File: src/rtl/port_cfg_pkg.sv
package port_cfg_pkg;

  localparam int unsigned OFS_W = 3;

  localparam logic [OFS_W-1:0] OFS_DATA = 3'd0;
  localparam logic [OFS_W-1:0] OFS_MODE = 3'd1;
  localparam logic [OFS_W-1:0] OFS_DIR  = 3'd2;
  localparam logic [OFS_W-1:0] OFS_DRV  = 3'd3;
  localparam logic [OFS_W-1:0] OFS_LVL  = 3'd4;

  typedef struct packed {
    logic oe;
    logic out;
  } pad_drv_t;

  // A pin wants to drive when its direction bit is set or, if enabled,
  // when the logic term asks for it.
  function automatic logic want_drive(logic dir_bit, logic lg_oe, logic lg_en);
    return dir_bit | (lg_en & lg_oe);
  endfunction

  // Open-drain only pulls low: output fixed at 0, enable only for a 0 source.
  function automatic pad_drv_t pad_drive(logic want, logic od, logic src);
    pad_drv_t r;
    r.out = od ? 1'b0 : src;
    r.oe  = want & (~od | ~src);
    return r;
  endfunction

endpackage

File: src/rtl/port_cfg_regs.sv
module port_cfg_regs
  import port_cfg_pkg::*;
#(
  parameter int unsigned PIN_W    = 8,
  parameter int unsigned DATA_W   = 8,
  parameter bit          HAS_MODE = 1'b1
) (
  input  logic              clk,
  input  logic              rst_n,
  input  logic              wr_en,
  input  logic [OFS_W-1:0]  wr_ofs,
  input  logic [DATA_W-1:0] wr_data,
  output logic [PIN_W-1:0]  data_q,
  output logic [PIN_W-1:0]  mode_q,
  output logic [PIN_W-1:0]  dir_q,
  output logic [PIN_W-1:0]  drv_q,
  output logic [3:0]        wr_hit
);

  logic [PIN_W-1:0] wval;
  assign wval = wr_data[PIN_W-1:0];

  assign wr_hit[0] = wr_en && (wr_ofs == OFS_DATA);
  assign wr_hit[1] = wr_en && (wr_ofs == OFS_MODE);
  assign wr_hit[2] = wr_en && (wr_ofs == OFS_DIR);
  assign wr_hit[3] = wr_en && (wr_ofs == OFS_DRV);

  always_ff @(posedge clk or negedge rst_n) begin
    if (!rst_n) begin
      data_q <= '0;
      dir_q  <= '0;
      drv_q  <= '0;
    end else begin
      if (wr_hit[0]) data_q <= wval;
      if (wr_hit[2]) dir_q  <= wval;
      if (wr_hit[3]) drv_q  <= wval;
    end
  end

  generate
    if (HAS_MODE) begin : g_mode
      always_ff @(posedge clk or negedge rst_n) begin
        if (!rst_n)         mode_q <= '0;
        else if (wr_hit[1]) mode_q <= wval;
      end
    end else begin : g_no_mode
      assign mode_q = '0;
    end
  endgenerate

endmodule

File: src/rtl/port_in_sync.sv
module port_in_sync #(
  parameter int unsigned W      = 8,
  parameter int unsigned STAGES = 2
) (
  input  logic         clk,
  input  logic         rst_n,
  input  logic [W-1:0] d,
  output logic [W-1:0] q
);

  logic [W-1:0] stg [STAGES];

  always_ff @(posedge clk or negedge rst_n) begin
    if (!rst_n) begin
      for (int k = 0; k < STAGES; k++) stg[k] <= '0;
    end else begin
      stg[0] <= d;
      for (int k = 1; k < STAGES; k++) stg[k] <= stg[k-1];
    end
  end

  assign q = stg[STAGES-1];

endmodule

File: src/rtl/port_pin_slice.sv
module port_pin_slice
  import port_cfg_pkg::*;
#(
  parameter bit OD_OK       = 1'b1,
  parameter bit LOGIC_OE_EN = 1'b1
) (
  input  logic data_bit,
  input  logic mode_bit,
  input  logic addr_bit,
  input  logic dir_bit,
  input  logic drv_bit,
  input  logic lg_oe,
  output logic pad_o,
  output logic pad_oe_o,
  output logic slew_o,
  output logic od_act_o
);

  logic     src;
  pad_drv_t drv;

  assign src      = mode_bit ? addr_bit : data_bit;
  assign od_act_o = OD_OK & drv_bit;
  assign drv      = pad_drive(want_drive(dir_bit, lg_oe, LOGIC_OE_EN), od_act_o, src);
  assign pad_o    = drv.out;
  assign pad_oe_o = drv.oe;
  assign slew_o   = ~OD_OK & drv_bit;

endmodule

File: src/rtl/port_cfg_ctrl.sv
module port_cfg_ctrl
  import port_cfg_pkg::*;
#(
  parameter int unsigned PIN_W        = 8,
  parameter int unsigned DATA_W       = 8,
  parameter int unsigned OD_PINS      = 4,
  parameter bit          HAS_MODE     = 1'b1,
  parameter bit          HAS_LOGIC_OE = 1'b1,
  parameter int unsigned SYNC_STAGES  = 2
) (
  input  logic              clk,
  input  logic              rst_n,
  input  logic              bus_sel,
  input  logic              bus_wr,
  input  logic [2:0]        bus_addr,
  input  logic [DATA_W-1:0] bus_wdata,
  output logic [DATA_W-1:0] bus_rdata,
  input  logic [PIN_W-1:0]  addr_src,
  input  logic [PIN_W-1:0]  logic_oe,
  input  logic [PIN_W-1:0]  pad_in,
  output logic [PIN_W-1:0]  pad_out,
  output logic [PIN_W-1:0]  pad_oe,
  output logic [PIN_W-1:0]  pad_fast_slew
);

  logic [PIN_W-1:0] data_q, mode_q, dir_q, drv_q, lvl_q, od_act;
  logic [3:0]       wr_hit;
  logic             rd_cyc;
  logic [PIN_W-1:0] rd_raw;

  port_cfg_regs #(
    .PIN_W   (PIN_W),
    .DATA_W  (DATA_W),
    .HAS_MODE(HAS_MODE)
  ) regs_i (
    .clk    (clk),
    .rst_n  (rst_n),
    .wr_en  (bus_sel & bus_wr),
    .wr_ofs (bus_addr),
    .wr_data(bus_wdata),
    .data_q (data_q),
    .mode_q (mode_q),
    .dir_q  (dir_q),
    .drv_q  (drv_q),
    .wr_hit (wr_hit)
  );

  port_in_sync #(
    .W     (PIN_W),
    .STAGES(SYNC_STAGES)
  ) sync_i (
    .clk  (clk),
    .rst_n(rst_n),
    .d    (pad_in),
    .q    (lvl_q)
  );

  generate
    for (genvar i = 0; i < PIN_W; i++) begin : g_pin
      port_pin_slice #(
        .OD_OK      (i < OD_PINS),
        .LOGIC_OE_EN(HAS_LOGIC_OE)
      ) slice_i (
        .data_bit(data_q[i]),
        .mode_bit(mode_q[i]),
        .addr_bit(addr_src[i]),
        .dir_bit (dir_q[i]),
        .drv_bit (drv_q[i]),
        .lg_oe   (logic_oe[i]),
        .pad_o   (pad_out[i]),
        .pad_oe_o(pad_oe[i]),
        .slew_o  (pad_fast_slew[i]),
        .od_act_o(od_act[i])
      );
    end
  endgenerate

  assign rd_cyc = bus_sel & ~bus_wr;

  always_comb begin
    case (bus_addr)
      OFS_DATA: rd_raw = data_q;
      OFS_MODE: rd_raw = mode_q;
      OFS_DIR:  rd_raw = dir_q;
      OFS_DRV:  rd_raw = drv_q;
      OFS_LVL:  rd_raw = lvl_q;
      default:  rd_raw = '0;
    endcase
  end

  assign bus_rdata = rd_cyc ? DATA_W'(rd_raw) : '0;

endmodule

File: config.mk
export PLATFORM = sky130hd
export DESIGN_NAME = port_cfg_ctrl
export DESIGN_NICKNAME = d
export VERILOG_FILES = /design/src/rtl/port_cfg_pkg.sv /design/src/rtl/port_cfg_regs.sv /design/src/rtl/port_in_sync.sv /design/src/rtl/port_pin_slice.sv /design/src/rtl/port_cfg_ctrl.sv
export SDC_FILE = /design/constraint.sdc
export NUM_CORES = 1
export LEC_CHECK = 0
export BUFFER_PORTS_ARGS = -buffer_cell sky130_fd_sc_hd__buf_2
export CELL_PAD_IN_SITES_DETAIL_PLACEMENT = 0
export CELL_PAD_IN_SITES_GLOBAL_PLACEMENT = 2
export CORE_MARGIN = 4
export CORE_UTILIZATION = 36
export CTS_CLUSTER_DIAMETER = 80
export DETAILED_ROUTE_END_ITERATION = 7
export PLACE_DENSITY = 0.89
export SLEW_MARGIN = 20
export SYNTH_ARGS = -nofsm -noshare
export SYNTH_HDL_FRONTEND = slang
export SYNTH_SLANG_ARGS = --single-unit
File: constraint.sdc
create_clock -name clk -period 1.8 [get_ports clk]
set_clock_uncertainty 0.1 [all_clocks]
set_input_delay 0 -clock clk [delete_from_list [all_inputs] [get_ports clk]]
set_output_delay 0 -clock clk [all_outputs]
set_load 0.01 [all_outputs]
### Yosys cells after proc, flatten, opt, wreduce, memory -nomap -nowiden

Index checks and enable logic that the tools add are counted.

| word-level totals | value |
|---|---|
| memories | 0 |
| bits in registers | 48 |
| bits in latches | 0 |
| input port bits | 39 |
| logic and storage cells | 56 |
| ROM bits | 0 |
| memory bits (writable) | 0 |

| cells by class | value |
|---|---|
| $add $sub $neg | 0 |
| order comparisons | 0 |
| multiplexer cells | 14 |
| reduce and logical (&&, ||, !) cells | 5 |
| bitwise operators | 27 |
| divide/modulo/power cells | 0 |
| shift operators | 0 |
| equal/unequal tests | 4 |
| multiply operators | 0 |

Operators with widths:

| operator | number |
|---|---|
| 8-bit case mux with 5 select lines | 1 |
| 1-bit 2-to-1 mux | 12 |
| 1-bit bitwise OR | 12 |
| 1-bit NOT | 9 |
| 8-bit 2-to-1 mux | 1 |
| 1-bit bitwise AND | 6 |
| 3-bit by 2-bit equality test with 1-bit output, second input constant | 2 |
| 1-bit logical AND | 4 |
| 3-bit by 1-bit equality test with 1-bit output, second input constant | 1 |
| 3-bit equality test, second input constant | 1 |
| 3-bit logical NOT | 1 |

### Logic depth before layout (Yosys ltp)

| depth | value |
|---|---|
| word-level depth | 4 |
| depth in mapped cells | 5 |
| depth with buffers taken out | 3 |

### Cells and area by module

From an unflattened synthesis, not the netlist that was laid out.

| second synthesis, totals | value |
|---|---|
| cells, all modules | 213 |
| area, all modules | 2587.5 um^2 |

Modules (own cells, without submodules):

| module | cells an instance | instances | seq. area each (um^2) | area an instance (um^2) |
|---|---|---|---|---|
| port_cfg_regs | 71 | 1 | 800.8 | 1227.4 |
| port_cfg_ctrl | 70 | 1 | 0.0 | 499.2 |
| port_in_sync | 24 | 1 | 400.4 | 460.4 |
| port_pin_slice at g_pin[0].slice_i ... | 7 | 4 | 0.0 | 60.1 |
| port_pin_slice at g_pin[4].slice_i ... | 5 | 4 | 0.0 | 40.0 |

### Worst setup path after synthesis

No wires, ideal clock.

| path | value |
|---|---|
| path type | in2out |
| from | in bus_addr[0] |
| to | out bus_rdata[0] |
| setup slack | 0.664 ns |
| data arrival time | 1.036 ns |
| cell stages on the path | 4 |
| path through | buf_4 > nor3_1 > a22oi_1 > a21oi_1 |

| on the way | value |
|---|---|
| word-level cells in the longest chain between the ends | 3 |

RTL lines:

| item | RTL line | text |
|---|---|---|
| from (decl) | port_cfg_ctrl.sv:15 | `input logic [2:0] bus_addr,` |
| 3-bit equality test, or another cell as far along | port_cfg_ctrl.sv:81 | `case (bus_addr)` |
| 8-bit case mux with 5 select lines * | port_cfg_ctrl.sv:81 |  |
| 8-bit 2-to-1 mux * | port_cfg_ctrl.sv:91 | `assign bus_rdata = rd_cyc ? DATA_W'(rd_raw) : '0;` |
| to (decl) | port_cfg_ctrl.sv:17 | `output logic [DATA_W-1:0] bus_rdata,` |

Mark *: on every way between the ends. The rest lies on a longest branch, timed or not.

### Worst setup path after layout

| path | value |
|---|---|
| from | reg regs_i.mode_q[6] |
| to | out bus_rdata[6] |

| on the way | value |
|---|---|
| word-level cells in the longest chain between the ends | 2 |

RTL lines:

| item | RTL line | text |
|---|---|---|
| from (decl) | port_cfg_regs.sv:14 | `output logic [PIN_W-1:0] mode_q,` |
| from (signal assigned) | port_cfg_regs.sv:44 | `else if (wr_hit[1]) mode_q <= wval;` |
| 8-bit case mux with 5 select lines | port_cfg_ctrl.sv:81 |  |
| 8-bit 2-to-1 mux | port_cfg_ctrl.sv:91 |  |

Every way passes these cells.

==> impl.org <==
** Status
- Result of the run :: finished, final reports clean

** Place
- The number of placed instances, taps included, is 309.
- The HPWL after detailed placement is 3870 um.
- Minimum setup slack after placement :: 0.368 ns
- Summing all placed instances gives a cell area of 2680 sq um.
- Number of buffer cells added on primary ports :: 66
- The congestion estimate from routability-driven global placement came to 0.794.

** Clock tree
- TritonCTS clock tree :: done
- At the later pin of the worst-skew pair, clock insertion delay measures 0.31 ns.
- Clock tree sinks :: 48
- Number of setup buffers added after CTS :: 0
- In this run, post-CTS repair resized a total of 0 instances.
- Clock Tree Root :: sky130_fd_sc_hd__clkbuf_8
- Clock H-tree levels :: 2
- Number of CTS-inserted buffers :: 5
- Clock-pin slew was measured on the worst setup and hold paths at 0.08 ns.
- Buffers from clock root to sink, at most :: 2

** Drt
- Total wire length :: 5320 um
- For this run, design rule violations remaining after detail routing come to 0.
- Before antenna repair, the detailed router went through 4 iterations.
- Wire per inst :: 15.9 um
- Iteration-0 DRC Markers :: 97
- In this run the remaining antenna-violating nets after routing total 0.
- Total number of vias :: 1611
- Using the TritonRoute via totals, the vias-per-cell ratio works out to 4.82.

** Logic synthesis
- The biggest area contributor in the post-synthesis netlist is sky130_fd_sc_hd__dfrtp_1.
- During synthesis, Yosys emitted a total of 0 warnings.
- Synthesis-stage register bit count :: 48
- Largest cells by area after synthesis :: sky130_fd_sc_hd__dfrtp_1 50%, sky130_fd_sc_hd__mux2_2 13%, sky130_fd_sc_hd__mux2_4 10%
- Sequential cell area fraction in the yosys report :: 50.3%
- Synth top cells by count :: 48 x sky130_fd_sc_hd__dfrtp_1, 27 x sky130_fd_sc_hd__mux2_2, 25 x sky130_fd_sc_hd__buf_4
- The average instance in the mapped netlist occupies 13.1 sq um.
- Asr flop ratio synth :: 100%
- Unique masters post-synth :: 28
- Main flop type after synthesis :: sky130_fd_sc_hd__dfrtp_1
- Number of flops mapped to enable cells by yosys :: 0
- In this run the biggest area consumer among cell types represents 50.3% of the synthesized area.
- After synthesis the cells add up to 2390 sq um.
- Cell with the most instances after synthesis :: sky130_fd_sc_hd__dfrtp_1
- Synthesis produced 182 cells.

** Timing
- Derived from the worst setup path, the maximum achievable clock frequency is 637 MHz.
- Final setup violation count :: 0
- Headroom to the max-slew limit :: 58.8%
- The final number of max-transition violations came to 0.
- The final hold violation count was 0.
- After routing, the total negative slack on setup checks comes to 0 ns.
- Setup repair after global routing left no endpoint under its margin.
- Period minus WS final :: 1.57 ns
- Slew at the pin with the worst max-slew slack :: 0.618 ns
- Once routing completed, OpenROAD measured the worst setup slack at 0.231 ns.
- After layout, the worst path uses 87.2% of the clock period.

** Die
- The die covers 8000 sq um.
- Vertical extent of the die :: 89.4 um
- The die is 89.4 um wide.
- The floorplan has 29 rows.
- Std-Cell Core Area :: 6390 sq um
- Ports :: 71
- Effective utilization at floorplan :: 37.4%

** Critical path
- The worst setup path is launched from a flip-flop.
- Largest stage delay on the critical path :: 0.39 ns
- Worst-case register-to-register setup slack :: 0.90 ns
- Maximum net fanout on the critical path :: 3
- The cell family contributing the most delay on the critical path is flip-flops.
- Standard cell with the maximum stage delay on the critical path :: sky130_fd_sc_hd__dfrtp_1
- Cell-by-cell trace of the critical path :: mux2i_1 -> or3_1 -> a31oi_1 -> buf_2
- Setup CP Type :: reg -> out
- Reg-to-reg critical path endpoint :: regs_i.mode_q[2]
- Data on the critical path arrives at its endpoint at 1.47 ns.
- For the worst setup path, the data required time is 1.70 ns.
- The startpoint identified for the worst register-to-register timing path is regs_i.mode_q[2].
- STA classifies the critical path endpoint as an output port.
- The number of buffers and inverters on the critical path is 1.
- The number of cells on the worst reg-to-reg path is 1.

** Power and ir drop
- For this design the static power due to leakage is 1.42 nW.
- Across the VDD grid, the largest voltage drop is 0.450 mV.
- Total power density per cell area :: 991 nW/um^2

** Cells and area
- Registers take 1200 sq um.
- The area growth from synthesis to layout is 24.4%.
- Once layout is complete, the cells apart from fillers number 334.
- Cells with a size suffix above 1 make up 52.1% of the layout.
- Cell area after layout :: 2970 sq um
- At the end of the flow, the number of nets in the layout was 295.
- The repair_antennas step left the layout with diodes totalling 0.
- Counting the fill cells in the layout gives 615.
- Summing all multi-input logic gate instances after layout gives 952 sq um.

** Global routing
- Across every metal layer, demand over resource in global routing totals 14.6%.
- The first global-routing pass estimated 8620 um of wire.
- The initial antenna violation count is 0.
- Entering global routing, the biggest net connects 29 pins.
- Number of global-route vias before repair :: 1662
- Global route total overflow :: 0

** Hold path
- Worst hold path class :: in -> async

** Flow run
- Maximum capacitance violations :: 0
sequential cells by signal, indices dropped and copies added (netlist names):
register	count
regs_i.drv_q	8
regs_i.data_q	8
regs_i.dir_q	8
sync_i.stg	8
sync_i.q	8
regs_i.mode_q	8
cells in the final DEF (no fill, tap or decap), drive strengths merged, types with 3 or more instances in the layout:
master | Yosys | final
dlygate4sd3 | 0 | 17
nand3b | 3 | 3
and3b | 3 | 3
o22a | 4 | 4
mux2 | 43 | 43
buf | 30 | 77
conb | 1 | 4
dfrtp | 48 | 48
nor2 | 5 | 5
a21oi | 7 | 7
mux2i | 5 | 5
a22oi | 14 | 14
clkbuf | 0 | 6
inv | 4 | 4
or2 | 4 | 4
layer usage:
layer / vias up / track usage [%] / routed length [um]
li1: 770 / - / -
met1: 784 / 18.9 / 2320
met2: 51 / 24.2 / 2590
met3: 6 / 3.32 / 338
met4: 0 / 4.47 / 62
met5: - / 0 / 0
area by class of cell:
class / count / share of cell area, %
clock buffer: 6 / 2.78
clock inverter: 2 / 1.31
inverter: 4 / 0.506
multi-input combinational: 103 / 32.1
sequential: 48 / 40.5
tap: 77 / 3.24
timing repair buffer: 94 / 19.6
kinds of logic (layout without fill, tap and decap cells):
kind of cell           after synthesis  count (layout)  synth area share, %
muxes                               48              48                 24.9
DFF                                 48              48                 50.3
AOI/OAI and AO/OA                   28              28                 8.12
buffers and inverters               34             106                 10.3
other                                1               4                0.157
and+or+nand+nor                     23              23                 6.24
worst max-delay path by stage:
| stage | start | cells after the start | to | slack (ns) |
|---|---|---|---|---|
| floorplan | bus_addr[0] | 4 | bus_rdata[0] | 0.66 |
| global placement | bus_addr[1] | 5 | bus_rdata[2] | 0.38 |
| detailed placement | bus_addr[1] | 5 | bus_rdata[2] | 0.37 |
| CTS | regs_i.mode_q[6] | 4 | bus_rdata[6] | 0.23 |
| global route | regs_i.mode_q[6] | 4 | bus_rdata[6] | 0.15 |
| finish | regs_i.mode_q[6] | 4 | bus_rdata[6] | 0.23 |
metrics by stage:
stage	utilization [%]	hold WS, ns	total power, mW
global route	46.5	0.177	3.12
finish	46.5	0.143	2.94
floorplan	-	-0.396	2.00
global placement	41.9	-0.0512	2.12
detailed placement	41.9	-0.0536	2.13
CTS	46.5	0.159	2.98
timing repair:
| action | 4_1_cts | 5_1_grt |
|---|---|---|
| hold buffers | 17 | 0 |
| hold endpoints to repair | 66 | 0 |
| endpoints found under the setup margin | 0 | 0 |
power breakdown:
group          internal [mW]  switching [mW]  total, mW
Clock                  0.454           0.356      0.810
Sequential              1.26           0.158       1.42
Combinational          0.435           0.275      0.710
Total                   2.15           0.789       2.94
(Power assumes the default switching activity.)
